$ cat src/rtl/tf_pkg.sv
package tf_pkg;
    // command-block offsets (host software depends on these)
    localparam int unsigned OFS_DATA    = 0;
    localparam int unsigned OFS_ERRFEAT = 1;
    localparam int unsigned OFS_DEV     = 6;
    localparam int unsigned OFS_STATCMD = 7;
    // offsets 1..5 carry a two-deep history
    localparam int unsigned FIRST_HIST  = 1;
    localparam int unsigned NUM_HIST    = 5;
    // status bit positions
    localparam int unsigned ST_BUSY  = 7;
    localparam int unsigned ST_READY = 6;
    localparam int unsigned ST_DRQ   = 3;
    localparam int unsigned ST_ERR   = 0;
    // control bit positions
    localparam int unsigned CT_MASK  = 1;
    localparam int unsigned CT_HOB   = 7;
endpackage

$ cat src/rtl/tf_hist_byte.sv
module tf_hist_byte #(
    parameter int unsigned DATA_W = 8
) (
    input  logic              clk,
    input  logic              rst_n,
    input  logic              we,
    input  logic [DATA_W-1:0] wdata,
    output logic [DATA_W-1:0] cur_q,
    output logic [DATA_W-1:0] old_q
);
    logic [DATA_W-1:0] cur_d, old_d;

    always_comb begin
        cur_d = cur_q;
        old_d = old_q;
        if (we) begin
            old_d = cur_q;
            cur_d = wdata;
        end
    end

    always_ff @(posedge clk or negedge rst_n) begin
        if (!rst_n) begin
            cur_q <= '0;
            old_q <= '0;
        end else begin
            cur_q <= cur_d;
            old_q <= old_d;
        end
    end

    AST_HIST_SHIFT: assert property (@(posedge clk) disable iff (!rst_n)
        we |=> (old_q == $past(cur_q)) && (cur_q == $past(wdata)));
endmodule

$ cat src/rtl/tf_ctl_state.sv
module tf_ctl_state
    import tf_pkg::*;
#(
    parameter int unsigned DATA_W = 8
) (
    input  logic              clk,
    input  logic              rst_n,
    input  logic              cmd_wr_any,
    input  logic              cmd_issue,
    input  logic              ctl_wr,
    input  logic              stat_rd,
    input  logic              alt_rd,
    input  logic [DATA_W-1:0] wdata,
    input  logic              done_valid,
    input  logic              done_drq,
    input  logic [DATA_W-1:0] done_err,
    output logic              busy,
    output logic              hob,
    output logic [DATA_W-1:0] err_byte,
    output logic [DATA_W-1:0] status,
    output logic              cmd_valid,
    output logic [DATA_W-1:0] cmd_code,
    output logic              irq
);
    typedef struct packed {
        logic              busy;
        logic              drq;
        logic              pend;
        logic              mask;
        logic              hob;
        logic              cmdv;
        logic [DATA_W-1:0] err;
        logic [DATA_W-1:0] cmdb;
    } ctl_st_t;

    ctl_st_t st_d, st_q;

    always_comb begin
        st_d      = st_q;
        st_d.cmdv = 1'b0;
        if (cmd_wr_any) st_d.hob = 1'b0;
        if (ctl_wr) begin
            st_d.mask = wdata[CT_MASK];
            st_d.hob  = wdata[CT_HOB];
        end
        if (cmd_issue && !st_q.busy) begin
            st_d.busy = 1'b1;
            st_d.drq  = 1'b0;
            st_d.err  = '0;
            st_d.cmdv = 1'b1;
            st_d.cmdb = wdata;
        end
        if (stat_rd) st_d.pend = 1'b0;
        if (done_valid && st_q.busy) begin
            st_d.busy = 1'b0;
            st_d.drq  = done_drq;
            st_d.err  = done_err;
            st_d.pend = 1'b1;
        end
    end

    always_ff @(posedge clk or negedge rst_n) begin
        if (!rst_n) st_q <= '0;
        else        st_q <= st_d;
    end

    always_comb begin
        status           = '0;
        status[ST_BUSY]  = st_q.busy;
        status[ST_READY] = ~st_q.busy;
        status[ST_DRQ]   = st_q.drq;
        status[ST_ERR]   = |st_q.err;
    end

    assign busy      = st_q.busy;
    assign hob       = st_q.hob;
    assign err_byte  = st_q.err;
    assign cmd_valid = st_q.cmdv;
    assign cmd_code  = st_q.cmdb;
    assign irq       = st_q.pend & ~st_q.mask;

    AST_ISSUE_BUSY: assert property (@(posedge clk) disable iff (!rst_n)
        (cmd_issue && !busy) |=> (busy && cmd_valid && cmd_code == $past(wdata)));
    AST_PULSE_ONE: assert property (@(posedge clk) disable iff (!rst_n)
        cmd_valid |=> !cmd_valid);
    AST_DONE_IDLE: assert property (@(posedge clk) disable iff (!rst_n)
        (done_valid && busy) |=> (!busy && st_q.pend));
    AST_DONE_IGNORED: assert property (@(posedge clk) disable iff (!rst_n)
        (done_valid && !busy && !cmd_issue && !stat_rd) |=> (!busy && $stable(st_q.pend)));
    AST_MASK_IRQ: assert property (@(posedge clk) disable iff (!rst_n)
        (ctl_wr && wdata[CT_MASK]) |=> !irq);
    AST_STAT_ACK: assert property (@(posedge clk) disable iff (!rst_n)
        (stat_rd && !(done_valid && busy)) |=> !irq);
    AST_ALT_KEEP: assert property (@(posedge clk) disable iff (!rst_n)
        (alt_rd && !stat_rd && st_q.pend) |=> st_q.pend);
    AST_HOB_DROP: assert property (@(posedge clk) disable iff (!rst_n)
        (cmd_wr_any && !ctl_wr) |=> !hob);
endmodule

$ cat src/rtl/tf_read_mux.sv
module tf_read_mux
    import tf_pkg::*;
#(
    parameter int unsigned DATA_W = 8,
    parameter int unsigned ADDR_W = 3
) (
    input  logic                             rd_en,
    input  logic                             cmd_sel,
    input  logic                             ctl_sel,
    input  logic [ADDR_W-1:0]                reg_addr,
    input  logic                             hob,
    input  logic [NUM_HIST-1:0][DATA_W-1:0]  hist_cur,
    input  logic [NUM_HIST-1:0][DATA_W-1:0]  hist_old,
    input  logic [DATA_W-1:0]                err_byte,
    input  logic [DATA_W-1:0]                dev_byte,
    input  logic [DATA_W-1:0]                status,
    output logic [DATA_W-1:0]                rd_data
);
    logic [DATA_W-1:0] cmd_blk;

    always_comb begin
        cmd_blk = '0;
        for (int g = 0; g < NUM_HIST; g++) begin
            if (reg_addr == ADDR_W'(FIRST_HIST + g))
                cmd_blk = hob ? hist_old[g] : hist_cur[g];
        end
        if (reg_addr == ADDR_W'(OFS_ERRFEAT) && !hob) cmd_blk = err_byte;
        if (reg_addr == ADDR_W'(OFS_DEV))             cmd_blk = dev_byte;
        if (reg_addr == ADDR_W'(OFS_STATCMD))         cmd_blk = status;
        if (reg_addr == ADDR_W'(OFS_DATA))            cmd_blk = '0;
    end

    always_comb begin
        rd_data = '0;
        if (rd_en) begin
            if (ctl_sel)      rd_data = status;
            else if (cmd_sel) rd_data = cmd_blk;
        end
    end
endmodule

$ cat src/rtl/tf_regfile.sv
module tf_regfile
    import tf_pkg::*;
#(
    parameter int unsigned DATA_W = 8,
    parameter int unsigned ADDR_W = 3
) (
    input  logic              clk,
    input  logic              rst_n,
    input  logic              cmd_sel,
    input  logic              ctl_sel,
    input  logic [ADDR_W-1:0] reg_addr,
    input  logic              wr_en,
    input  logic              rd_en,
    input  logic [DATA_W-1:0] wr_data,
    output logic [DATA_W-1:0] rd_data,
    input  logic              done_valid,
    input  logic              done_drq,
    input  logic [DATA_W-1:0] done_err,
    output logic              cmd_valid,
    output logic [DATA_W-1:0] cmd_code,
    output logic              irq
);
    localparam logic [ADDR_W-1:0] A_DEV  = ADDR_W'(OFS_DEV);
    localparam logic [ADDR_W-1:0] A_STAT = ADDR_W'(OFS_STATCMD);

    logic                            cmd_wr, ctl_wr, stat_rd, alt_rd, cmd_issue;
    logic                            busy, hob;
    logic [DATA_W-1:0]               err_byte, status;
    logic [DATA_W-1:0]               dev_d, dev_q;
    logic [NUM_HIST-1:0]             hist_we;
    logic [NUM_HIST-1:0][DATA_W-1:0] hist_cur, hist_old;
    logic                            hist_hit;

    assign cmd_wr    = cmd_sel & wr_en;
    assign ctl_wr    = ctl_sel & wr_en;
    assign stat_rd   = cmd_sel & rd_en & (reg_addr == A_STAT);
    assign alt_rd    = ctl_sel & rd_en;
    assign cmd_issue = cmd_wr & (reg_addr == A_STAT);

    generate
        for (genvar g = 0; g < NUM_HIST; g++) begin : g_hist
            assign hist_we[g] = cmd_wr & ~busy & (reg_addr == ADDR_W'(FIRST_HIST + g));
            tf_hist_byte #(.DATA_W(DATA_W)) u_hist (
                .clk   (clk),
                .rst_n (rst_n),
                .we    (hist_we[g]),
                .wdata (wr_data),
                .cur_q (hist_cur[g]),
                .old_q (hist_old[g])
            );
        end
    endgenerate

    always_comb begin
        hist_hit = 1'b0;
        for (int g = 0; g < NUM_HIST; g++)
            if (reg_addr == ADDR_W'(FIRST_HIST + g)) hist_hit = 1'b1;
    end

    always_comb begin
        dev_d = dev_q;
        if (cmd_wr && reg_addr == A_DEV) dev_d = wr_data;
    end

    always_ff @(posedge clk or negedge rst_n) begin
        if (!rst_n) dev_q <= '0;
        else        dev_q <= dev_d;
    end

    tf_ctl_state #(.DATA_W(DATA_W)) u_ctl (
        .clk        (clk),
        .rst_n      (rst_n),
        .cmd_wr_any (cmd_wr),
        .cmd_issue  (cmd_issue),
        .ctl_wr     (ctl_wr),
        .stat_rd    (stat_rd),
        .alt_rd     (alt_rd),
        .wdata      (wr_data),
        .done_valid (done_valid),
        .done_drq   (done_drq),
        .done_err   (done_err),
        .busy       (busy),
        .hob        (hob),
        .err_byte   (err_byte),
        .status     (status),
        .cmd_valid  (cmd_valid),
        .cmd_code   (cmd_code),
        .irq        (irq)
    );

    tf_read_mux #(.DATA_W(DATA_W), .ADDR_W(ADDR_W)) u_rd (
        .rd_en    (rd_en),
        .cmd_sel  (cmd_sel),
        .ctl_sel  (ctl_sel),
        .reg_addr (reg_addr),
        .hob      (hob),
        .hist_cur (hist_cur),
        .hist_old (hist_old),
        .err_byte (err_byte),
        .dev_byte (dev_q),
        .status   (status),
        .rd_data  (rd_data)
    );

    AST_BUSY_BLOCKS: assert property (@(posedge clk) disable iff (!rst_n)
        (cmd_wr && hist_hit && busy) |=> ($stable(hist_cur) && $stable(hist_old)));
    AST_DEV_WRITE: assert property (@(posedge clk) disable iff (!rst_n)
        (cmd_wr && reg_addr == A_DEV) |=> (dev_q == $past(wr_data)));
    AST_ALT_EQ_STATUS: assert property (@(posedge clk) disable iff (!rst_n)
        (alt_rd && !cmd_sel) |-> (rd_data == status));
endmodule

$ cat config.mk
export PLATFORM = sky130hd
export DESIGN_NAME = tf_regfile
export DESIGN_NICKNAME = d
export VERILOG_FILES = /design/src/rtl/tf_pkg.sv /design/src/rtl/tf_hist_byte.sv /design/src/rtl/tf_ctl_state.sv /design/src/rtl/tf_read_mux.sv /design/src/rtl/tf_regfile.sv
export SDC_FILE = /design/constraint.sdc
export NUM_CORES = 1
export LEC_CHECK = 0
export ABC_AREA = 1
export BUFFER_PORTS_ARGS = -buffer_cell sky130_fd_sc_hd__buf_2
export CAP_MARGIN = 20
export CORE_MARGIN = 4
export CORE_UTILIZATION = 40
export CTS_CLUSTER_DIAMETER = 120
export DETAILED_ROUTE_END_ITERATION = 12
export HOLD_SLACK_MARGIN = 0.05
export SYNTH_ARGS = -nofsm -noshare
export SYNTH_HDL_FRONTEND = slang
export SYNTH_HIERARCHICAL = 1
export SYNTH_SLANG_ARGS = --single-unit
$ cat constraint.sdc
create_clock -name clk -period 2.3 [get_ports clk]
set_input_delay 0.46 -clock clk [delete_from_list [all_inputs] [get_ports clk]]
set_output_delay 0.46 -clock clk [all_outputs]
set_load 0.02 [all_outputs]
==> results.py, run 1 <==
metrics = {
    "run_status": {
        "outcome": "complete, but fails checks",
        "violations": "negative setup slack",
    },
    "placement": {
        "placedCellCount": 1011,
        "dp_hpwl_um": 10950,
        "port_buffers": 44,
        "place_congestion": 0.9089,
        "placed_cell_area_mm2": 0.006330,
    },
    "worst_setup_path": {
        "reg2reg_depth": 7,
        "timing.rr.end": "g_hist[1].u_hist/cur_q[6]$_DFFE_PN0P_",
        "critPathLaunchType": "register",
        "crit_start": "u_ctl/hob$_DFFE_PN0P_",
        "critPathKind": "register to primary output",
        "worstReg2RegStart": "u_ctl/busy$_DFFE_PN0P_",
        "critPathMaxFanout": 11,
        "r2r_setup_slack_ns": 0.85,
        "critPathRequiredTime_ns": 1.84,
        "cp.arrival_ns": 2.05,
        "crit_path_end_kind": "primary output",
    },
    "die": {
        "ios": 45,
        "die_y_um": 131.0,
        "start_util": 0.4116,
        "row_count": 44,
        "core_area_mm2": 0.01470,
        "die_area_mm2": 0.01716,
        "die_x_um": 131.0,
    },
    "power_and_ir_drop": {
        "p_per_area_mw_per_mm2": 801.0,
        "ir_worst_vdd_mv": 0.5286,
        "power.leakage_nw": 3.643,
    },
    "clock_network": {
        "cts-root-buf": "clkbuf_16",
        "holdBufCountCts": 0,
        "cts_sinks": 110,
        "cts_htree_levels": 3,
        "clockBufferDepth": 2,
        "cts_made_buffers": 9,
        "insertion_delay_ns": 0.37,
        "clk_pin_slew_worst_paths_ns": 0.08,
        "cts_tree": "yes",
    },
    "drt": {
        "m1WireLength_um": 7652,
        "vias_per_cell": 4.887,
        "met2WireLength_um": 6967,
        "drc": 0,
        "drt_iter0_markers": 539,
        "drtPass1Iterations": 5,
        "final_antenna_net_count": 0,
        "routedWlPerCell_um": 15.21,
        "wl_met3_um": 805,
        "route.vias.total": 5034,
        "top_layer": "met4",
        "finalWirelength_um": 15670,
    },
    "timing": {
        "clock_skew_ns": 0.01261,
        "fin_setup_tns_ns": -1.165,
        "fin_crit_sh": 1.090,
        "finalHoldViolCount": 0,
        "rsz0062_at_grt": "true",
        "setup_violations": 8,
        "fin_ws_ns": -0.2080,
        "slew_violations": 0,
        "fmaxAchievable_mhz": 398.7,
        "period_minus_slack_ns": 2.508,
        "slew_headroom": 0.6047,
        "tightest_slew_ns": 0.5930,
    },
    "final_layout": {
        "drive_gt1_frac": 0.2246,
        "instances_no_fill": 1030,
        "fin_area_mm2": 0.006828,
        "syn2layout_area_growth_pct": 12.86,
        "nets": 868,
        "n_antenna_cell": 0,
        "regArea_mm2": 0.002754,
        "num-fill-cells": 1466,
        "multi_input_area_mm2": 0.002714,
        "final_core_util": 0.4645,
    },
    "flow_run": {
        "cap_violations": 0,
    },
    "yosys": {
        "syn_inst": 806,
        "syn_area_mm2": 0.006050,
        "yosysWarningCount": 6,
        "syn_avg_cell_area_um2": 7.506,
    },
    "global_routing": {
        "grt_pass1_wl_um": 25300,
        "grt_remaining_overflow": 0,
        "grtUsageTotal": 0.1925,
        "grt_pass1_vias": 4589,
        "antenna_found_initial": 0,
        "grt_max_degree": 42,
    },
    "hold_path": {
        "hold_class": "primary input to async pin",
    },
}
==> area by class of cell <==
type / count / area share
Sequential cell: 110 / 0.4033
Multi-Input combinational cell: 596 / 0.3975
Timing Repair Buffer: 74 / 0.08576
Tap cell: 184 / 0.03372
Inverter: 50 / 0.03335
Clock buffer: 9 / 0.03299
Clock inverter: 7 / 0.01338
==> timing repair <==
item | CTS | global route
pin swaps | 4 | 7
buffers inserted | 3 | 0
gates resized for setup | 32 | 12
gates cloned | 1 | 0
endpoints found under the setup margin | 8 | 8
==> sequential cells by signal, summed over array words and instances, names as in the netlist <==
name                 count
u_ctl/cmd_valid          1
u_ctl/err_byte           8
g_hist.u_hist/old_q     40
dev_q                    8
u_ctl/st_q               2
u_ctl/hob                1
u_ctl/busy               1
u_ctl/status             1
u_ctl/cmd_code           8
g_hist.u_hist/cur_q     40
==> worst max-delay path, stage by stage, from the launching register on <==
cell and delay [ns]:
dfrtp_2 0.46, buf_6 0.16, or2_2 0.29, o211ai_1 0.19, nand3_2 0.16, nand2_1 0.08
nand2_1 0.05, nand2_1 0.08, a21oi_2 0.06, buf_6 0.15
==> metrics by stage <==
step / hold slack [ns] / power (mW) / worst slack (ns)
6_report: 0.09442 / 5.469 / -0.2080
5_1_grt: 0.1269 / 5.804 / -0.3133
4_1_cts: 0.1098 / 5.516 / -0.2022
3_5_place_dp: 0.4585 / 3.807 / -0.04804
3_3_place_gp: 0.4541 / 3.784 / -0.02953
2_1_floorplan: 0.1644 / 3.466 / 0.3151
==> where the power goes <==
part           switching [mW]  leakage, nW  internal [mW]  total (mW)
combinational           0.714         2.07          0.470        1.18
sequential              0.311         1.42           2.34        2.65
clock                   0.837        0.154          0.794        1.63
==> worst max path at each step <==
stage / end / slack, ns / cells past startpoint
final: rd_data[3] / -0.21 / 9
after detailed placement: rd_data[0] / -0.05 / 13
after floorplan: rd_data[6] / 0.32 / 10
after global routing: rd_data[3] / -0.31 / 13
after CTS: rd_data[4] / -0.20 / 13
after global placement: rd_data[0] / -0.03 / 10
==> per-layer routing <==
| metal | up-vias | GRT usage |
|---|---|---|
| li1 | 2527 | - |
| met1 | 2372 | 0.2912 |
| met2 | 119 | 0.2778 |
| met3 | 16 | 0.04065 |
| met4 | 0 | 0.05384 |
| met5 | - | 0 |
==> cells in the final DEF (no fill, tap or decap), types with 3 or more instances in the layout <==
cell,n
buf_6,6
nor3_1,10
a21oi_1,12
nand3_2,12
nor3_2,3
nand2_2,40
inv_8,8
a21oi_2,12
buf_2,35
buf_12,7
conb_1,4
dfrtp_1,109
nand3_1,32
inv_1,34
o21bai_1,8
buf_4,25
nor2_1,30
inv_2,10
o211ai_1,7
clkbuf_16,9
o21ai_0,12
nand2_1,397
or2_2,7
Power figures use the tool's default switching activity.
==> run 2: changes to the inputs <==
--- a/config.mk
+++ b/config.mk
@@ -8,6 +8,7 @@
 export ABC_AREA = 1
 export BUFFER_PORTS_ARGS = -buffer_cell sky130_fd_sc_hd__buf_2
 export CAP_MARGIN = 20
+export CORE_ASPECT_RATIO = 0.5
 export CORE_MARGIN = 4
 export CORE_UTILIZATION = 40
 export CTS_CLUSTER_DIAMETER = 120
==> results.py, run 2 (synthesis results as in run 1) <==
metrics = {
    "hold_path": {
        "holdPathEnd": "u_ctl/err_byte[6]$_DFFE_PN0P_",
        "min_path_cells": 3,
        "hold_class": "primary input to register",
        "hold_start": "done_err[6]",
    },
    "final_layout": {
        "drive_gt1_frac": 0.2541,
        "nets": 880,
        "instances_no_fill": 1056,
        "largest_registers": "g_hist.u_hist/cur_q (40), g_hist.u_hist/old_q (40)",
        "syn2layout_area_growth_pct": 16.79,
        "fin_area_mm2": 0.007066,
        "final_common_cell": "nand2_1",
        "n_antenna_cell": 0,
        "final_cell_mix": "nand2_1, dfrtp_1, nand2_2",
        "num-fill-cells": 1444,
    },
    "timing": {
        "rsz0062_at_grt": "true",
        "fin_ws_ns": -0.2517,
        "setup_violations": 8,
        "slew_violations": 0,
        "fin_crit_sh": 1.109,
        "fmaxAchievable_mhz": 391.9,
        "finalHoldViolCount": 0,
        "period_minus_slack_ns": 2.552,
        "clock_skew_ns": 0.007844,
    },
    "die": {
        "start_util": 0.4137,
        "die_area_mm2": 0.01728,
        "die_x_um": 181.9,
        "core_area_mm2": 0.01462,
        "ios": 45,
        "die_y_um": 94.96,
        "row_count": 31,
    },
    "worst_setup_path": {
        "timing.rr.end": "g_hist[0].u_hist/cur_q[4]$_DFFE_PN0P_",
        "cp.arrival_ns": 2.09,
        "r2r_setup_slack_ns": 0.81,
        "critPathRequiredTime_ns": 1.84,
        "critPathKind": "register to primary output",
        "critPathMaxFanout": 8,
        "worstReg2RegStart": "u_ctl/busy$_DFFE_PN0P_",
        "critPathLaunchType": "register",
        "crit_path_end_kind": "primary output",
        "reg2reg_depth": 7,
    },
    "drt": {
        "route.vias.total": 5124,
        "finalWirelength_um": 16290,
        "drc": 0,
        "final_antenna_net_count": 0,
        "drt_iter0_markers": 451,
        "routedWlPerCell_um": 15.42,
        "vias_per_cell": 4.852,
        "drtPass1Iterations": 4,
    },
    "power_and_ir_drop": {
        "finalPower_mw": 5.537,
        "power.leakage_nw": 3.751,
        "p_per_area_mw_per_mm2": 783.6,
        "ir_worst_vdd_mv": 0.3829,
    },
    "run_status": {
        "violations": "negative setup slack",
        "outcome": "complete, but fails checks",
    },
    "clock_network": {
        "cts-root-buf": "clkbuf_16",
        "insertion_delay_ns": 0.35,
        "cts_sinks": 110,
        "clockBufferDepth": 2,
        "cts_made_buffers": 9,
        "cts_tree": "yes",
        "cts_htree_levels": 3,
        "clk_pin_slew_worst_paths_ns": 0.07,
    },
    "global_routing": {
        "grtUsageTotal": 0.1905,
        "grt_pass1_wl_um": 25860,
        "grt_max_degree": 45,
        "antenna_found_initial": 0,
        "grt_pass1_vias": 4770,
        "grt_remaining_overflow": 0,
    },
    "flow_run": {
        "cap_violations": 0,
    },
    "placement": {
        "dp_hpwl_um": 10920,
        "port_buffers": 44,
        "place_congestion": 0.8494,
        "placedCellCount": 1025,
        "placed_cell_area_mm2": 0.006322,
        "dp_slack_ns": -0.06919,
    },
}
[run 2: changes by cell type in the layout (fill, tap and decap cells not counted), sizes merged]
cell,previous run,this run
clkbuf,9,17
inv,54,50
dlygate4sd3,0,1
clkinvlp,0,1
clkinv,3,1
bufinv,0,1
buf,74,81
[run 2: final cells by class]
cell class	count	area, um2	area share
Clock buffer	13	260.3	0.03683
Clock inverter	3	42.54	0.006021
Inverter	50	227.7	0.03223
Multi-Input combinational cell	596	2781	0.3937
Sequential cell	110	2754	0.3898
Tap cell	198	247.7	0.03506
Timing Repair Buffer	86	752.0	0.1064
[run 2: power breakdown]
part | total, mW | internal (mW) | switching [mW]
sequential | 2.64 | 2.34 | 0.300
clock | 1.61 | 0.905 | 0.704
combinational | 1.28 | 0.534 | 0.749
[run 2: worst max-delay path by stage]
stage	start	end	depth (start not counted)
2_1_floorplan	reg_addr[0]	rd_data[6]	10
5_1_grt	u_ctl/hob$_DFFE_PN0P_	rd_data[5]	12
4_1_cts	u_ctl/hob$_DFFE_PN0P_	rd_data[4]	13
6_report	u_ctl/hob$_DFFE_PN0P_	rd_data[5]	12
3_3_place_gp	reg_addr[1]	rd_data[5]	13
3_5_place_dp	reg_addr[1]	rd_data[5]	13
[run 2: metrics by stage]
stage / hold WS, ns / util / TNS (ns)
after floorplan: 0.1644 / - / 0
after global placement: 0.3854 / 0.4324 / -0.06488
after detailed placement: 0.3897 / 0.4324 / -0.3628
after CTS: 0.2998 / 0.4669 / -1.271
after global routing: 0.3063 / 0.4832 / -2.663
final: 0.3082 / 0.4832 / -1.790
[run 2: worst max-delay path, cell delays in order (launching register included)]
cell	delay, ns
dfrtp_2	0.47
inv_4	0.10
buf_6	0.13
clkbuf_16	0.15
nand2_1	0.05
a21oi_1	0.19
nor2_1	0.08
nand3_2	0.09
nand2_1	0.05
nand2_1	0.06
nand2_1	0.06
a21oi_2	0.13
buf_4	0.16
[run 2: layer usage]
layer / routed length [um] / GRT usage / up-vias
met3: 776 / 0.03540 / 14
met4: 173 / 0.04182 / 0
met5: 0 / 0 / -
met2: 7326 / 0.2935 / 88
li1: - / - / 2556
met1: 8011 / 0.2808 / 2466
[run 2: what timing repair did]
item	in CTS	in global routing
pin swaps	2	22
hold endpoints to repair	20	0
buffers inserted	4	6
resized for setup	35	37
setup endpoints to repair	8	8
gates cloned	1	4
hold buffers	1	0
